===== src/rtl/pbus_pkg.sv =====
package pbus_pkg;
  parameter int ON_W  = 4;
  parameter int OFF_W = 6;
  localparam int END_W = OFF_W + 1;
  localparam int NUM_STROBES = 3;

  // Clamped edge set for one access, all ticks widened to OFF_W
  typedef struct packed {
    logic [OFF_W-1:0] cs_on;
    logic [OFF_W-1:0] cs_off;
    logic [OFF_W-1:0] we_on;
    logic [OFF_W-1:0] we_off;
    logic [OFF_W-1:0] re_on;
    logic [OFF_W-1:0] re_off;
    logic [OFF_W-1:0] acc;
    logic [END_W-1:0] last;
  } edge_set_t;
endpackage


===== src/rtl/pbus_edge_clamp.sv =====
module pbus_edge_clamp
  import pbus_pkg::*;
(
  input  logic [ON_W-1:0]  cs_on_i,
  input  logic [OFF_W-1:0] cs_off_i,
  input  logic [ON_W-1:0]  we_on_i,
  input  logic [OFF_W-1:0] we_off_i,
  input  logic [ON_W-1:0]  re_on_i,
  input  logic [OFF_W-1:0] re_off_i,
  input  logic [OFF_W-1:0] wr_cyc_i,
  input  logic [OFF_W-1:0] rd_cyc_i,
  input  logic [OFF_W-1:0] acc_i,
  input  logic [OFF_W-1:0] gap_i,
  input  logic             rd_i,
  output edge_set_t        set_o
);
  localparam int PAD_W = OFF_W - ON_W;

  function automatic logic [OFF_W-1:0] widen(input logic [ON_W-1:0] v);
    return {{PAD_W{1'b0}}, v};
  endfunction

  // release must lie strictly after assert
  function automatic logic [OFF_W-1:0] after(input logic [OFF_W-1:0] on,
                                             input logic [OFF_W-1:0] off);
    return (off > on) ? off : on + 1'b1;
  endfunction

  function automatic logic [OFF_W-1:0] mx(input logic [OFF_W-1:0] a,
                                          input logic [OFF_W-1:0] b);
    return (a > b) ? a : b;
  endfunction

  logic [OFF_W-1:0] cs_on_w, we_on_w, re_on_w;
  logic [OFF_W-1:0] we_off_e, re_off_e, cs_off_a, cs_off_e, acc_e;
  logic [OFF_W-1:0] cyc_w, cyc_r, cyc_sel;
  logic [END_W-1:0] gap_end, end_t;

  always_comb begin
    cs_on_w  = widen(cs_on_i);
    we_on_w  = widen(we_on_i);
    re_on_w  = widen(re_on_i);
    we_off_e = after(we_on_w, we_off_i);
    re_off_e = after(re_on_w, re_off_i);
    cs_off_a = after(cs_on_w, cs_off_i);
    cs_off_e = mx(cs_off_a, mx(we_off_e, re_off_e));
    acc_e    = after(re_on_w, acc_i);
    cyc_w    = mx(wr_cyc_i, we_off_e);
    cyc_r    = mx(rd_cyc_i, mx(re_off_e, acc_e));
    cyc_sel  = rd_i ? cyc_r : cyc_w;
    gap_end  = {1'b0, cs_off_e} + {1'b0, gap_i};
    end_t    = ({1'b0, cyc_sel} > gap_end) ? {1'b0, cyc_sel} : gap_end;

    set_o.cs_on  = cs_on_w;
    set_o.cs_off = cs_off_e;
    set_o.we_on  = we_on_w;
    set_o.we_off = we_off_e;
    set_o.re_on  = re_on_w;
    set_o.re_off = re_off_e;
    set_o.acc    = acc_e;
    set_o.last   = end_t - 1'b1;
  end
endmodule


===== src/rtl/pbus_tick_div.sv =====
module pbus_tick_div (
  input  logic clk,
  input  logic rst_n,
  input  logic run_i,
  input  logic slow_i,
  output logic adv_o
);
  logic ph_q, ph_d;

  always_comb begin
    ph_d  = run_i & slow_i & ~ph_q;
    adv_o = run_i & (~slow_i | ph_q);
  end

  always_ff @(posedge clk or negedge rst_n) begin
    if (!rst_n) ph_q <= 1'b0;
    else        ph_q <= ph_d;
  end
endmodule


===== src/rtl/pbus_access_seq.sv =====
module pbus_access_seq
  import pbus_pkg::*;
#(
  parameter int DATA_W = 8
) (
  input  logic              clk,
  input  logic              rst_n,
  input  logic              start_i,
  input  logic              rd_i,
  input  logic              a0_i,
  input  logic              slow_i,
  input  logic              adv_i,
  input  edge_set_t         set_i,
  input  logic [DATA_W-1:0] wdata_i,
  input  logic [DATA_W-1:0] rbus_i,
  output logic              run_o,
  output logic              slow_o,
  output logic              cs_act_o,
  output logic              we_act_o,
  output logic              re_act_o,
  output logic              oe_o,
  output logic              a0_o,
  output logic              done_o,
  output logic [DATA_W-1:0] wdata_o,
  output logic [DATA_W-1:0] rdata_o
);
  typedef enum logic {ST_IDLE, ST_RUN} st_t;
  localparam logic [END_W-1:0] TICK_ONE = END_W'(1);

  st_t              st_q, st_d;
  edge_set_t        set_q;
  logic             rd_q, a0_q, slow_q, done_q, done_d;
  logic [END_W-1:0] tick_q, tick_d;
  logic [DATA_W-1:0] wd_q, rdat_q;
  logic             load_en, tick_en, cap_en, at_last, running;

  function automatic logic in_win(input logic [END_W-1:0] t,
                                  input logic [OFF_W-1:0] on,
                                  input logic [OFF_W-1:0] off);
    return (t >= {1'b0, on}) && (t < {1'b0, off});
  endfunction

  // next-state
  always_comb begin
    running = (st_q == ST_RUN);
    load_en = (st_q == ST_IDLE) && start_i;
    tick_en = running && adv_i;
    at_last = (tick_q == set_q.last);
    cap_en  = tick_en && rd_q && ((tick_q + TICK_ONE) == {1'b0, set_q.acc});
    st_d    = st_q;
    tick_d  = tick_q;
    done_d  = 1'b0;
    if (load_en) begin
      st_d   = ST_RUN;
      tick_d = '0;
    end else if (tick_en) begin
      if (at_last) begin
        st_d   = ST_IDLE;
        done_d = 1'b1;
      end else begin
        tick_d = tick_q + TICK_ONE;
      end
    end
  end

  // registers
  always_ff @(posedge clk or negedge rst_n) begin
    if (!rst_n) begin
      st_q   <= ST_IDLE;
      tick_q <= '0;
      done_q <= 1'b0;
      set_q  <= '0;
      rd_q   <= 1'b0;
      a0_q   <= 1'b0;
      slow_q <= 1'b0;
      wd_q   <= '0;
      rdat_q <= '0;
    end else begin
      st_q   <= st_d;
      tick_q <= tick_d;
      done_q <= done_d;
      if (load_en) begin
        set_q  <= set_i;
        rd_q   <= rd_i;
        a0_q   <= a0_i;
        slow_q <= slow_i;
        wd_q   <= wdata_i;
      end
      if (cap_en) rdat_q <= rbus_i;
    end
  end

  always_comb begin
    run_o    = running;
    slow_o   = slow_q;
    cs_act_o = running && in_win(tick_q, set_q.cs_on, set_q.cs_off);
    we_act_o = running && !rd_q && in_win(tick_q, set_q.we_on, set_q.we_off);
    re_act_o = running &&  rd_q && in_win(tick_q, set_q.re_on, set_q.re_off);
    oe_o     = running && !rd_q;
    a0_o     = a0_q;
    done_o   = done_q;
    wdata_o  = wd_q;
    rdata_o  = rdat_q;
  end
endmodule


===== src/rtl/pbus_strobe_gen.sv =====
module pbus_strobe_gen
  import pbus_pkg::*;
#(
  parameter int DATA_W = 8
) (
  input  logic              clk,
  input  logic              rst_n,
  input  logic              start,
  input  logic              rd_nwr,
  input  logic              data_sel,
  input  logic              gran,
  input  logic              pol_cs,
  input  logic              pol_we,
  input  logic              pol_re,
  input  logic              pol_a0,
  input  logic [ON_W-1:0]   cs_on,
  input  logic [OFF_W-1:0]  cs_off,
  input  logic [ON_W-1:0]   we_on,
  input  logic [OFF_W-1:0]  we_off,
  input  logic [ON_W-1:0]   re_on,
  input  logic [OFF_W-1:0]  re_off,
  input  logic [OFF_W-1:0]  wr_cycle,
  input  logic [OFF_W-1:0]  rd_cycle,
  input  logic [OFF_W-1:0]  acc_time,
  input  logic [OFF_W-1:0]  cs_gap,
  input  logic [DATA_W-1:0] wr_data,
  input  logic [DATA_W-1:0] rd_bus,
  output logic              cs_o,
  output logic              we_o,
  output logic              re_o,
  output logic              a0_o,
  output logic [DATA_W-1:0] bus_out,
  output logic              bus_oe,
  output logic [DATA_W-1:0] rd_data,
  output logic              done
);
  edge_set_t set_w;
  logic run_w, slow_w, adv_w, a0_lvl;
  logic [NUM_STROBES-1:0] act_vec, pol_vec, pin_vec;

  pbus_edge_clamp u_clamp (
    .cs_on_i (cs_on),    .cs_off_i(cs_off),
    .we_on_i (we_on),    .we_off_i(we_off),
    .re_on_i (re_on),    .re_off_i(re_off),
    .wr_cyc_i(wr_cycle), .rd_cyc_i(rd_cycle),
    .acc_i   (acc_time), .gap_i   (cs_gap),
    .rd_i    (rd_nwr),   .set_o   (set_w)
  );

  pbus_tick_div u_div (
    .clk(clk), .rst_n(rst_n), .run_i(run_w), .slow_i(slow_w), .adv_o(adv_w)
  );

  pbus_access_seq #(.DATA_W(DATA_W)) u_seq (
    .clk     (clk),       .rst_n   (rst_n),
    .start_i (start),     .rd_i    (rd_nwr),
    .a0_i    (data_sel),  .slow_i  (gran),
    .adv_i   (adv_w),     .set_i   (set_w),
    .wdata_i (wr_data),   .rbus_i  (rd_bus),
    .run_o   (run_w),     .slow_o  (slow_w),
    .cs_act_o(act_vec[0]), .we_act_o(act_vec[1]), .re_act_o(act_vec[2]),
    .oe_o    (bus_oe),    .a0_o    (a0_lvl),
    .done_o  (done),      .wdata_o (bus_out),
    .rdata_o (rd_data)
  );

  assign pol_vec = {pol_re, pol_we, pol_cs};

  // per-strobe polarity stage: pol 1 drives the active state high
  for (genvar g = 0; g < NUM_STROBES; g++) begin : g_pol
    assign pin_vec[g] = pol_vec[g] ? act_vec[g] : ~act_vec[g];
  end

  assign cs_o = pin_vec[0];
  assign we_o = pin_vec[1];
  assign re_o = pin_vec[2];
  assign a0_o = a0_lvl ^ pol_a0;
endmodule


===== config.mk =====
export PLATFORM = sky130hd
export DESIGN_NAME = pbus_strobe_gen
export DESIGN_NICKNAME = d
export VERILOG_FILES = /design/src/rtl/pbus_pkg.sv /design/src/rtl/pbus_edge_clamp.sv /design/src/rtl/pbus_tick_div.sv /design/src/rtl/pbus_access_seq.sv /design/src/rtl/pbus_strobe_gen.sv
export SDC_FILE = /design/constraint.sdc
export NUM_CORES = 1
export LEC_CHECK = 0
export ABC_AREA = 1
export CAP_MARGIN = 20
export CORE_ASPECT_RATIO = 1.4
export CORE_MARGIN = 2
export CORE_UTILIZATION = 50
export DETAILED_ROUTE_END_ITERATION = 6
export PLACE_DENSITY = 0.76
export SYNTH_ARGS = -nofsm -noshare
export SYNTH_HDL_FRONTEND = slang
export SYNTH_SLANG_ARGS = --single-unit

===== constraint.sdc =====
create_clock -name clk -period 2 [get_ports clk]
set_input_delay 0.2 -clock clk [delete_from_list [all_inputs] [get_ports clk]]
set_output_delay 0.2 -clock clk [all_outputs]
set_load 0.1 [all_outputs]

==> summary.md <==
| Metric | Value |
|---|---|
| Yosys top cell by area | dfrtp_1 |
| Largest net degree at the start of global routing | 51 |
| Worst-path clk slew | 0.06 ns |
| FF-to-FF setup slack | -0.29 ns |
| CTS H-tree depth | 3 |
| I/O Buffers | 101 |
| Die H | 137 um |
| RSZ-0062 raised after global routing | true |
| Endpoint arrival time on the critical path | 6.49 ns |
| RR Endpoint | u_seq.rdata_o[1]$_DFFE_PN0P_ |
| Fin crit share | 310% |
| Drt drc | 8 |
| CTS Buf Count | 9 |
| Overall power | 0.0165 W |
| Main area contributors after synthesis | dfrtp_1 28%, ha_1 18%, nand2_1 12% |
| First-pass GRT wire length | 34,400 um |
| Die W | 99.2 um |
| Hold slack | 0.206 ns |
| Hold Fails Final Rpt | 0 |
| Number of cells on the worst hold path | 4 |
| Max Cap Viol | 0 |
| HP Start | re_on[3] |
| Worst Skew | 0.00434 ns |
| Placed cell area | 0.00911 mm2 |
| Syn Area/Cell | 7.46 um2 |
| CP delay by family, top | simple AND/OR/NAND/NOR gates |
| Drt pass-1 iters | 7 |
| Routed WL | 25,600 um |
| Number of flops mapped to enable cells by yosys | 0 |
| CTS Buffer Depth | 2 |
| Post-Synthesis Cells | 851 |
| CP Class | in -> reg |
| Most used cell, CP | nand2_4 |
| Seq cells post-synth | 72 |
| Area delta synth->final | 64.7% |
| Relative slew slack | 65.9% |
| Max VDD drop | 0.00132 V |
| Hold path endpoint | u_seq.set_q[22]$_DFFE_PN0P_ |
| Async set-reset flop share out of synthesis | 100% |
| Synth warn | 0 |
| CTS tree | yes |
| Routability cong. | 0.917 |
| Core footprint | 0.0124 mm2 |
| Post-synth top cells | 203 x nand2_1, 128 x inv_1, 89 x ha_1 |
| Grt total ovfl | 0 |
| CP max FO | 6 |
| Placed Cells | 1,241 |
| ANT nets after route | 0 |
| Count leader, synth | nand2_1 |
| Power Density | 1580 mW/mm2 |
| Hold WC Path Type | in -> reg |
| CP max stage cell | clkdlybuf4s50_1 |
| Die area | 0.0136 mm2 |
| Share of cells above drive strength 1 | 41.7% |
| Initial Util | 51.3% |
| CP bufs+invs | 9 |
| Fmax | 0.161 GHz |
| Final instance area | 0.0105 mm2 |
| Crit path launch type | input port |
| Area of the mapped netlist | 0.00635 mm2 |
| Total clock sinks | 72 |
| Final Non-Filler Cells | 1,306 |
| Overall routing resource usage | 32.0% |
| Vias in the first global route | 7,449 |
| Failing checks | design-rule violations, negative setup slack |
| Worst path max stage delay | 0.57 ns |
| Lkg Pwr | 5.19 nW |
| Fin nets | 1,321 |
| Row count | 48 |
| Post-synthesis net count | 1,021 |
| Run status | finished, violations left |
| Crit. End Element | flip-flop |
| Antenna Cells | 0 |
| WP data required | 2.28 ns |
| Final worst slack | -4.21 ns |
| Sequential-to-total area share from yosys stat | 28.4% |
| Fin crit period | 6.21 ns |
| Worst reg2reg path depth | 9 |
| Wirelength per Cell | 19.6 um |
| Final max-slew violation count | 0 |
| HPWL after detailed placement | 14,800 um |
| Via count | 7,595 |
| Routed vias/inst | 5.82 |
| Worst-Skew Late Latency | 0.34 ns |
| Root buffer cell | clkbuf_16 |
| Number of DRC markers in iteration 0 | 764 |
| Io pins | 102 |
| Final setup fails | 24 |
| Yosys top cell area share | 28.4% |
| Worst-margin pin slew | 0.506 ns |
| Initial antenna violation count | 0 |
| Worst r2r src | u_seq.tick_q[1]$_DFFE_PN0P_ |
| Synth Flop Type | dfrtp_1 |
| Cell variety after synth | 46 |
[cell type report]
class	count	area [um2]
clock buffer	13	260
clock inverter	3	40.0
fill	626	1920
inverter	134	524
multi-input combinational	627	4940
sequential	72	1810
tap	150	188
timing repair buffer	307	2690
[layout by cell type, fill, tap and decap left out, types with 9 or more instances in the layout]
cell type,instances
buf_4,203
nand2_1,173
inv_1,108
dfrtp_1,68
clkdlybuf4s50_1,60
ha_1,57
o21ai_0,47
nand2_2,39
nor2_1,30
nand3_1,30
ha_4,30
inv_2,20
nand2_4,19
o21ai_2,19
a21oi_2,18
a21oi_1,15
nand3_2,15
o21ai_1,14
buf_6,13
buf_12,13
xor2_1,11
xnor2_1,10
nor2_2,9
clkbuf_16,9
[registers in the layout, summed over array words and instances (netlist names)]
signal,count
u_seq.done_o,1
u_div.ph_q,1
u_seq.tick_q,7
u_seq.a0_o,1
u_seq.slow_o,1
u_seq.wdata_o,8
u_seq.set_q,43
u_seq.rdata_o,8
u_seq.rd_q,1
u_seq.run_o,1
[worst max path at each step]
stage / slack, ns / cells after the start / from / to
after floorplan: -3.61 / 47 / re_on[3] / u_seq.set_q[6]$_DFFE_PN0P_
after global placement: -4.40 / 45 / we_off[3] / u_seq.set_q[6]$_DFFE_PN0P_
after detailed placement: -4.59 / 47 / we_on[2] / u_seq.set_q[6]$_DFFE_PN0P_
after CTS: -3.73 / 47 / re_on[3] / u_seq.set_q[6]$_DFFE_PN0P_
after global routing: -4.39 / 43 / we_off[5] / u_seq.set_q[6]$_DFFE_PN0P_
final: -4.21 / 43 / we_off[5] / u_seq.set_q[6]$_DFFE_PN0P_
[cell families after synthesis]
group,share of synthesized area [%]
AND/OR/NAND/NOR,25.5
adder cells (fa/ha/maj),17.9
flip-flops,28.4
XOR/XNOR,3.45
AO/OA/AOI/OAI,13.5
buffers and inverters,9.50
multiplexers,1.75
[power by group]
part / switching [W] / internal [W]
Combinational: 0.00720 / 0.00497
Sequential: 0.000540 / 0.00214
Clock: 0.000632 / 0.00103
Total: 0.00838 / 0.00814
[worst min-delay path: cells and delay by family]
family | cells | cell delay, ns
compound gates | 1 | 0.07
buf+inv | 2 | 0.19
simple gates | 1 | 0.05
[stage by stage]
step                      setup TNS (ns)  worst slack [ns]  util [%]
after floorplan                   -33.29             -3.61         -
after global placement            -48.85             -4.40      73.7
after detailed placement          -51.37             -4.59      73.7
after CTS                         -37.32             -3.73      80.5
after global routing              -46.03             -4.39      84.5
final                             -43.48             -4.21      84.5
[routing by layer]
layer | up-vias | part of all wire, % | global-route usage (%)
li1 | 3380 | - | -
met1 | 3476 | 34 | 33.1
met2 | 529 | 49 | 60.1
met3 | 210 | 8.4 | 4.97
met4 | 0 | 8.2 | 18.9
met5 | - | 0 | 0
[what timing repair did]
action / 4_1_cts / 5_1_grt
endpoints found under the setup margin: 30 / 24
pin swaps: 72 / 77
hold buffers: 1 / 0
hold endpoints to repair: 9 / 0
resized for setup: 129 / 84
buffers inserted: 30 / 18
cloned: 2 / 0
Power figures use the tool's default switching activity.
